--- src/rtl/bpc_pkg.sv ---
package bpc_pkg;
  typedef enum logic [2:0] {
    ST_IDLE = 3'd0,
    ST_T1   = 3'd1,
    ST_T2   = 3'd2,
    ST_T2I  = 3'd3,
    ST_T2P  = 3'd4,
    ST_T1P  = 3'd5,
    ST_HOLD = 3'd6
  } bus_st_e;
endpackage

--- src/rtl/bpc_fsm.sv ---
module bpc_fsm
  import bpc_pkg::*;
(
  input  logic    clk,
  input  logic    rst_n,
  input  logic    pending,
  input  logic    rdy_n,
  input  logic    nxt_n,
  input  logic    hold,
  output bus_st_e st,
  output logic    issue
);
  bus_st_e st_nxt;
  logic    piped;
  logic    addr_out;

  always_comb begin
    issue    = (st == ST_T1) || (st == ST_T2P && !piped);
    addr_out = piped || (st == ST_T2P);
    st_nxt   = st;
    case (st)
      ST_IDLE, ST_HOLD: st_nxt = hold ? ST_HOLD : (pending ? ST_T1 : ST_IDLE);
      ST_T1:            st_nxt = ST_T2;
      ST_T1P:           st_nxt = !nxt_n ? (pending ? ST_T2P : ST_T2I) : ST_T2;
      ST_T2, ST_T2I, ST_T2P: begin
        if (!rdy_n)
          st_nxt = addr_out ? ST_T1P : (hold ? ST_HOLD : (pending ? ST_T1 : ST_IDLE));
        else if (st == ST_T2)
          st_nxt = !nxt_n ? (pending ? ST_T2P : ST_T2I) : ST_T2;
        else if (st == ST_T2I)
          st_nxt = pending ? ST_T2P : ST_T2I;
        else
          st_nxt = ST_T2P;
      end
      default: st_nxt = ST_IDLE;
    endcase
  end

  always_ff @(posedge clk or negedge rst_n) begin
    if (!rst_n) begin
      st    <= ST_IDLE;
      piped <= 1'b0;
    end else begin
      st    <= st_nxt;
      piped <= (st_nxt == ST_T2P) && (st == ST_T2P);
    end
  end


  t1_to_t2_chk: assert property (@(posedge clk) disable iff (!rst_n)
    st == ST_T1 |=> st == ST_T2);

  t1p_one_clock_chk: assert property (@(posedge clk) disable iff (!rst_n)
    st == ST_T1P |=> (st == ST_T2 || st == ST_T2I || st == ST_T2P));

  piped_ready_chk: assert property (@(posedge clk) disable iff (!rst_n)
    (st == ST_T2P && !rdy_n) |=> st == ST_T1P);

  hold_stay_chk: assert property (@(posedge clk) disable iff (!rst_n)
    (st == ST_HOLD && hold) |=> st == ST_HOLD);

  hold_entry_chk: assert property (@(posedge clk) disable iff (!rst_n)
    (st == ST_HOLD && $past(st) != ST_HOLD) |-> !$past(piped) && $past(st) != ST_T2P);
endmodule

--- src/rtl/bpc_issue.sv ---
module bpc_issue
  import bpc_pkg::*;
#(
  parameter int AW         = 32,
  parameter int WORD_BYTES = 4
) (
  input  logic          clk,
  input  logic          rst_n,
  input  bus_st_e       st,
  input  logic          issue,
  input  logic          bs16_n,
  input  logic [AW-1:0] req_addr,
  input  logic          req_write,
  input  logic          req_wide,
  output logic          split_pend,
  output logic          req_ready,
  output logic [AW-1:0] bus_addr,
  output logic          bus_wr
);
  localparam logic [AW-1:0] HALF_STEP = AW'(WORD_BYTES / 2);

  logic [AW-1:0] cur_addr, pip_addr, last_addr, iss_addr;
  logic          cur_wr, pip_wr, last_wr, iss_wr;
  logic          pip_wide, pip_h2, iss_wide, iss_h2;
  logic          first_wide, first_h2, split_set;

  always_comb begin
    iss_addr   = split_pend ? cur_addr + HALF_STEP : req_addr;
    iss_wr     = split_pend ? cur_wr : req_write;
    iss_wide   = split_pend ? 1'b0 : req_wide;
    iss_h2     = split_pend;
    first_wide = (st == ST_T1) ? iss_wide : pip_wide;
    first_h2   = (st == ST_T1) ? iss_h2 : pip_h2;
    split_set  = (st == ST_T1 || st == ST_T1P) && first_wide && !first_h2 && !bs16_n;
    req_ready  = issue && !split_pend;
    bus_addr   = issue ? iss_addr : last_addr;
    bus_wr     = issue ? iss_wr : last_wr;
  end

  always_ff @(posedge clk or negedge rst_n) begin
    if (!rst_n) begin
      cur_addr   <= '0;
      cur_wr     <= 1'b0;
      pip_addr   <= '0;
      pip_wr     <= 1'b0;
      pip_wide   <= 1'b0;
      pip_h2     <= 1'b0;
      last_addr  <= '0;
      last_wr    <= 1'b0;
      split_pend <= 1'b0;
    end else begin
      if (issue) begin
        last_addr <= iss_addr;
        last_wr   <= iss_wr;
        if (st == ST_T1) begin
          cur_addr <= iss_addr;
          cur_wr   <= iss_wr;
        end else begin
          pip_addr <= iss_addr;
          pip_wr   <= iss_wr;
          pip_wide <= iss_wide;
          pip_h2   <= iss_h2;
        end
      end else if (st == ST_T1P) begin
        cur_addr <= pip_addr;
        cur_wr   <= pip_wr;
      end
      if (issue && split_pend) split_pend <= 1'b0;
      else if (split_set)      split_pend <= 1'b1;
    end
  end


  split_clear_chk: assert property (@(posedge clk) disable iff (!rst_n)
    (issue && split_pend) |=> !split_pend);

  split_origin_chk: assert property (@(posedge clk) disable iff (!rst_n)
    $rose(split_pend) |-> ($past(st) == ST_T1 || $past(st) == ST_T1P));
endmodule

--- src/rtl/bus_pipe_ctrl.sv ---
module bus_pipe_ctrl
  import bpc_pkg::*;
#(
  parameter int AW         = 32,
  parameter int WORD_BYTES = 4
) (
  input  logic          clk,
  input  logic          rst_n,
  input  logic          req_valid,
  output logic          req_ready,
  input  logic [AW-1:0] req_addr,
  input  logic          req_write,
  input  logic          req_wide,
  input  logic          rdy_n,
  input  logic          nxt_n,
  input  logic          hold,
  input  logic          bs16_n,
  output logic [AW-1:0] bus_addr,
  output logic          bus_wr,
  output logic          as_n,
  output logic          hlda,
  output logic [2:0]    bus_state
);
  bus_st_e st;
  logic    issue, split_pend, pending;

  assign pending   = req_valid || split_pend;
  assign as_n      = !issue;
  assign hlda      = (st == ST_HOLD);
  assign bus_state = st;

  bpc_fsm u_fsm (
    .clk(clk), .rst_n(rst_n), .pending(pending), .rdy_n(rdy_n),
    .nxt_n(nxt_n), .hold(hold), .st(st), .issue(issue)
  );

  bpc_issue #(.AW(AW), .WORD_BYTES(WORD_BYTES)) u_issue (
    .clk(clk), .rst_n(rst_n), .st(st), .issue(issue), .bs16_n(bs16_n),
    .req_addr(req_addr), .req_write(req_write), .req_wide(req_wide),
    .split_pend(split_pend), .req_ready(req_ready),
    .bus_addr(bus_addr), .bus_wr(bus_wr)
  );


  reset_quiet_chk: assert property (@(posedge clk) disable iff (!rst_n)
    $rose(rst_n) |-> (st == ST_IDLE && as_n && !hlda));
endmodule

--- config.mk ---
export PLATFORM = sky130hd
export DESIGN_NAME = bus_pipe_ctrl
export DESIGN_NICKNAME = d
export VERILOG_FILES = /design/src/rtl/bpc_pkg.sv /design/src/rtl/bpc_fsm.sv /design/src/rtl/bpc_issue.sv /design/src/rtl/bus_pipe_ctrl.sv
export SDC_FILE = /design/constraint.sdc
export NUM_CORES = 1
export LEC_CHECK = 0
export BUFFER_PORTS_ARGS = -buffer_cell sky130_fd_sc_hd__buf_2
export CAP_MARGIN = 20
export CORE_MARGIN = 2
export CORE_UTILIZATION = 30
export DETAILED_ROUTE_END_ITERATION = 10
export PLACE_DENSITY_LB_ADDON = 0.12
export SYNTH_ARGS = -nofsm -noshare
export SYNTH_HDL_FRONTEND = slang
export SYNTH_SLANG_ARGS = --single-unit
--- constraint.sdc ---
create_clock -name clk -period 2.8 [get_ports clk]
set_clock_uncertainty 0.2 [all_clocks]
set_input_delay 0.56 -clock clk [delete_from_list [all_inputs] [get_ports clk]]
set_output_delay 0.56 -clock clk [all_outputs]
set_load 0.02 [all_outputs]
==> impl_metrics.toml, run 1 <==
[final_layout]
fin_cells = 1041
synthToLayoutAreaGrowth_pct = 57.9
fillers = 1707
fin_nets = 849
diodes = 0
drive_above_1_share_pct = 43.7

[floorplan]
die_height_um = 139
initial_utilization_pct = 30.4
die_x_um = 139
die_area_um2 = 19200
ios = 80
core_area_um2 = 17900
row_count = 49

[sta]
relSlewSlack_pct = 51.9
layout_setup_ws_ns = -0.432
finalMaxSlewViolations = 0
hold_violations = 0
min_period_ns = 3.23
holdWs_ns = 0.178
rsz0062_at_grt = "yes"
max_freq_mhz = 309
fin_crit_sh_pct = 115
finalSetupViolations = 33
tightest_slew_ns = 0.721

[global_route]
grt_pass1_wl_um = 30600
track_usage_pct = 20.1
first_global_vias = 5705
grt-ovfl-total = 0
grt_start_max_net_pins = 68
antenna_found_initial = 0

[setup_path]
r2r_slack_ns = 0.24
crit_arrival_ns = 2.47
startpoint_type = "register"
path_delay_family = "simple AND/OR/NAND/NOR gates"
worst_r2r_path_depth = 10
crit_slowest_cell = "or4_4"
end_kind = "output port"
cp.required_ns = 2.04
critPathMaxFanout = 18
max_stage_delay_ns = 0.55
r2r_start = "u_issue.cur_addr[9]"
rr_endpoint = "u_issue.cur_addr[30]"
cp.depth = 7
crit_start = "u_issue.cur_addr[9]"
path_class = "reg2out"
crit_end = "bus_addr[28]"
cp_num_buf_inv = 2
crit_chain = "nand4_2 -> or4_4 -> buf_12 -> o31a_1 -> o311ai_2 -> nand2_1 -> buf_2"

[synth]
synth_area_per_cell_um2 = 8.98
synth_nets = 648
seq_area_frac_synth_pct = 48.8
yosys_warnings = 0
ys_ff_latch = 106
synthCells = 606
synth-edff-count = 0
ys_dominant_reg_cell = "dfrtp_1"
synth-async-reset-ratio_pct = 100
yosysUniqueCellTypes = 57
netlist_area_um2 = 5440

[clock_tree]
cts_tree = "yes"
root_buffer = "clkbuf_16"
worstSkewPairLatency_ns = 0.37
htreeDepth = 3
path_clk_slew_ns = 0.08
cts_buffers = 9
numClockSinks = 106
clk_path_buf_depth = 2

[drt]
wl_um = 18900
num_vias = 5489
drt_iter0_drc = 281
first_pass_iters = 5
via_per_inst = 5.27
wire_per_inst_um = 18.1
detail-route-antenna-nets = 0
drc = 0

[placed_design]
routabilityCongestion = 0.817
port_buffers = 79
dp_hpwl_um = 11500
placed_cells = 965
pre_cts_slack_ns = -0.187

[pwr]
vdd_ir_drop_max_mv = 0.627
power_leakage_nw = 3.79
powerDensity_nw_per_um2 = 1420

[min_path]
hold_class = "in2reg"

[status]
violations = "setup timing"
status = "complete, but fails checks"

[flow_run]
cap_violations = 0
==> cell families after synthesis <==
logic type | count (synthesis) | share of synthesized area, %
DFF | 106 | 48.8
buffers and inverters | 58 | 4.14
and+or+nand+nor | 238 | 20.9
adders and majority gates | 1 | 0.230
muxes | 9 | 1.73
xor gates and xnor gates | 8 | 1.29
AOI/OAI and AO/OA | 186 | 23.0
==> synthesized netlist by cell type (6+ instances only) <==
cell type  count  area share, %
and3_1         7           0.81
mux2i_1        6            1.1
a311oi_1       9            1.4
nand4_1        7           0.81
o21ai_0       24            2.2
o21ai_1        7           0.64
o31a_1         8            1.3
nor2_1        60            4.1
a21oi_1       50            4.6
clkbuf_1      42            2.9
a21o_1        16            2.2
nor3_1        14            1.3
nor4_1        11            1.3
a22oi_1        6           0.83
nand3_1       14            1.3
a211oi_1       7           0.97
and4_1         6           0.97
o31ai_1       25            3.5
inv_1         11           0.76
dfrtp_1      106             49
nand2_1       88            6.1
==> per-layer routing <==
| layer | routed length [um] | vias up | global-route usage [%] |
|---|---|---|---|
| li1 | - | 2621 | - |
| met1 | 8210 | 2715 | 25.8 |
| met2 | 9280 | 127 | 34.1 |
| met3 | 1020 | 26 | 4.32 |
| met4 | 365 | 0 | 6.17 |
| met5 | 0 | - | 0 |
==> sequential cells by signal (all words and copies together) (netlist names) <==
register	count
u_issue.pip_addr	32
u_issue.pip_h2	1
u_issue.pip_wide	1
u_issue.cur_wr	1
u_fsm.piped	1
u_issue.last_wr	1
u_issue.pip_wr	1
u_issue.split_pend	1
u_issue.last_addr	32
u_fsm.st	3
u_issue.cur_addr	32
==> repair_timing <==
item | 4_1_cts | 5_1_grt
pin swaps | 34 | 13
gates cloned | 9 | 0
endpoints found under the hold margin | 30 | 0
gates resized for setup | 146 | 41
hold buffers | 1 | 0
setup buffers | 42 | 15
setup endpoints to repair | 35 | 35
==> area by class of cell <==
cell class,count,area (um2),share of cell area [%]
tap,229,287,3.34
clock buffer,12,246,2.87
inverter,12,57.6,0.670
multi-input combinational,442,3190,37.1
timing repair buffer,236,2100,24.5
clock inverter,4,51.3,0.597
sequential,106,2660,30.9
==> how the worst min path moves through the flow <==
stage                                from               endpoint  slack [ns]  depth (start not counted)
floorplan                           rst_n            u_fsm.piped        0.06                          0
global placement    u_issue.last_addr[17]  u_issue.last_addr[17]        0.25                          2
detailed placement  u_issue.last_addr[25]  u_issue.last_addr[25]        0.25                          2
CTS                                bs16_n     u_issue.split_pend        0.17                          2
global route                       bs16_n     u_issue.split_pend        0.18                          2
finish                             bs16_n     u_issue.split_pend        0.18                          2
==> cells in the final DEF, fill, tap and decap left out, types with 6 or more instances in the layout <==
| cell | synthesis | final |
|---|---|---|
| nand4_1 | 7 | 7 |
| clkbuf_16 | 0 | 9 |
| o31ai_4 | 0 | 6 |
| a22oi_1 | 6 | 6 |
| buf_2 | 0 | 47 |
| nand3_1 | 14 | 9 |
| nor2_4 | 0 | 6 |
| nor4_1 | 11 | 6 |
| dfrtp_1 | 106 | 102 |
| o31ai_1 | 25 | 14 |
| and4_1 | 6 | 6 |
| nor3_1 | 14 | 9 |
| o21ai_1 | 7 | 8 |
| inv_1 | 11 | 10 |
| o31a_1 | 8 | 8 |
| o21ai_0 | 24 | 20 |
| buf_12 | 0 | 10 |
| a21o_1 | 16 | 14 |
| buf_16 | 0 | 6 |
| buf_4 | 0 | 123 |
| a21oi_1 | 50 | 48 |
| nand2_2 | 0 | 20 |
| and3_1 | 7 | 6 |
| buf_6 | 1 | 44 |
| nand2_1 | 88 | 65 |
| nor2_1 | 60 | 53 |
==> stage by stage <==
stage / area [um2] / util, % / power, mW / TNS [ns]
after floorplan: 5710 / - / 6.32 / -0.245
after global placement: 6910 / 38.6 / 8.18 / -0.744
after detailed placement: 6910 / 38.6 / 8.30 / -1.24
after CTS: 8380 / 46.8 / 11.9 / -8.26
after global routing: 8590 / 48.0 / 13.0 / -10.87
final: 8590 / 48.0 / 12.2 / -8.27
==> where the power goes <==
part | internal, mW | switching (mW) | total (mW)
logic | 3.92 | 4.17 | 8.09
registers | 2.32 | 0.444 | 2.76
clock network | 0.722 | 0.619 | 1.34
Note: power is estimated with default switching activity, not from simulation.
==> run 2: changes to the inputs <==
==> constraint.sdc (replaced) <==
create_clock -name clk -period 4 [get_ports clk]
set_clock_uncertainty 0.2 [all_clocks]
set_input_delay 0.8 -clock clk [delete_from_list [all_inputs] [get_ports clk]]
set_output_delay 0.8 -clock clk [all_outputs]
set_load 0.02 [all_outputs]
==> impl_metrics.toml, run 2 (synthesis gave the netlist of run 1 again) <==
[status]
status = "complete, no violations"

[sta]
fin_crit_sh_pct = 96.6
hold_violations = 0
relSlewSlack_pct = 46.5
max_freq_mhz = 259
finalMaxSlewViolations = 0
holdWs_ns = 0.269
setup_tns_ns = 0
layout_setup_ws_ns = 0.138
finalSetupViolations = 0
tightest_slew_ns = 0.803
min_period_ns = 3.86
rsz0062_at_grt = "no"

[placed_design]
placement.cell_area_um2 = 6070
placed_cells = 885
routabilityCongestion = 0.806
dp_hpwl_um = 10500
port_buffers = 79
pre_cts_slack_ns = 0.449

[global_route]
grt_start_max_net_pins = 68
track_usage_pct = 16.7
first_global_vias = 4962
grt-ovfl-total = 0
antenna_found_initial = 0
grt_pass1_wl_um = 25900

[final_layout]
final_common_cell = "dfrtp_1"
fillers = 1867
final_cell_mix = "dfrtp_1, nand2_1, buf_2"
diodes = 0
fin_nets = 709
synthToLayoutAreaGrowth_pct = 17.5
fin_cells = 901
drive_above_1_share_pct = 19.6
largestRegisters = "u_issue.cur_addr: 32 flops, u_issue.last_addr: 32 flops, u_issue.pip_addr: 32 flops"
multi_input_area_um2 = 2570
final_area_um2 = 6390
regArea_um2 = 2660

[clock_tree]
worstSkewPairLatency_ns = 0.36
cts_tree = "yes"
path_clk_slew_ns = 0.08
clk_path_buf_depth = 2
root_buffer = "clkbuf_16"
cts_buffers = 9
numClockSinks = 106
htreeDepth = 3

[setup_path]
critPathMaxFanout = 26
crit_arrival_ns = 2.86
path_class = "reg2out"
end_kind = "output port"
r2r_slack_ns = 1.35
cp.required_ns = 3.00
startpoint_type = "register"

[drt]
drc = 0
via_per_inst = 5.30
first_pass_iters = 4
num_vias = 4771
wl_um = 15600
wire_per_inst_um = 17.3
detail-route-antenna-nets = 0
drt_iter0_drc = 252

[pwr]
powerDensity_nw_per_um2 = 936
vdd_ir_drop_max_mv = 0.450
power_leakage_nw = 2.85

[floorplan]
ios = 80
core_area_um2 = 17900
initial_utilization_pct = 30.4
row_count = 49
die_area_um2 = 19200
die_height_um = 139
die_x_um = 139

[flow_run]
cap_violations = 0

[min_path]
hold_class = "reg2reg"
run 2: cell count changes in the layout (fill, tap and decap cells not counted), sizes merged:
cell,previous run,this run
buf,235,96
clkbuf,12,9
clkinvlp,1,2
dlygate4sd3,1,0
inv,12,14
run 2: layout make-up:
type / count / area share (%)
sequential: 106 / 41.6
multi-input combinational: 442 / 40.3
timing repair buffer: 96 / 8.22
tap: 229 / 4.48
clock buffer: 9 / 3.52
clock inverter: 7 / 1.19
inverter: 12 / 0.744
run 2: stage by stage:
stage / power (mW) / util (%)
after floorplan: 4.11 / -
after global placement: 5.04 / 33.9
after detailed placement: 5.10 / 33.9
after CTS: 6.06 / 35.6
after global routing: 6.52 / 35.7
final: 5.98 / 35.7
run 2: final timing paths:
kind | startpoint | endpoint | cells past startpoint
min in group asynchronous | rst_n | u_issue.last_addr[10] | 1
worst min register to register | u_issue.last_addr[24] | u_issue.last_addr[24] | 2
worst min-delay path | u_issue.last_addr[24] | u_issue.last_addr[24] | 2
worst max register to register | u_issue.cur_addr[9] | u_issue.cur_addr[20] | 5
worst max-delay path | u_issue.cur_addr[9] | bus_addr[20] | 6
max in group asynchronous | rst_n | u_issue.last_addr[4] | 2
run 2: where the power goes:
part           leakage (nW)  switching, mW  internal, mW
Combinational          1.44           1.98          1.06
Sequential             1.27          0.404          1.62
Clock                 0.142          0.428         0.490
run 2: what timing repair did:
item                                    in CTS  in global routing
endpoints found under the setup margin       0                  7
gates resized for setup                      0                  6
buffers inserted                             0                  0
hold buffers                                 0                  0
run 2: critical path, cell delays in order (launching register included):
cell and delay (ns):
dfrtp_1 0.46, nand4_4 0.15, or4_4 0.67, or4_4 0.57, a311o_1 0.40, nand2_1 0.09
buf_2 0.16
run 2: per-layer routing:
metal	global-route usage (%)	wire length, um
met1	23.6	7830
met2	26.0	6900
met3	3.28	534
met4	5.26	291
met5	0	0
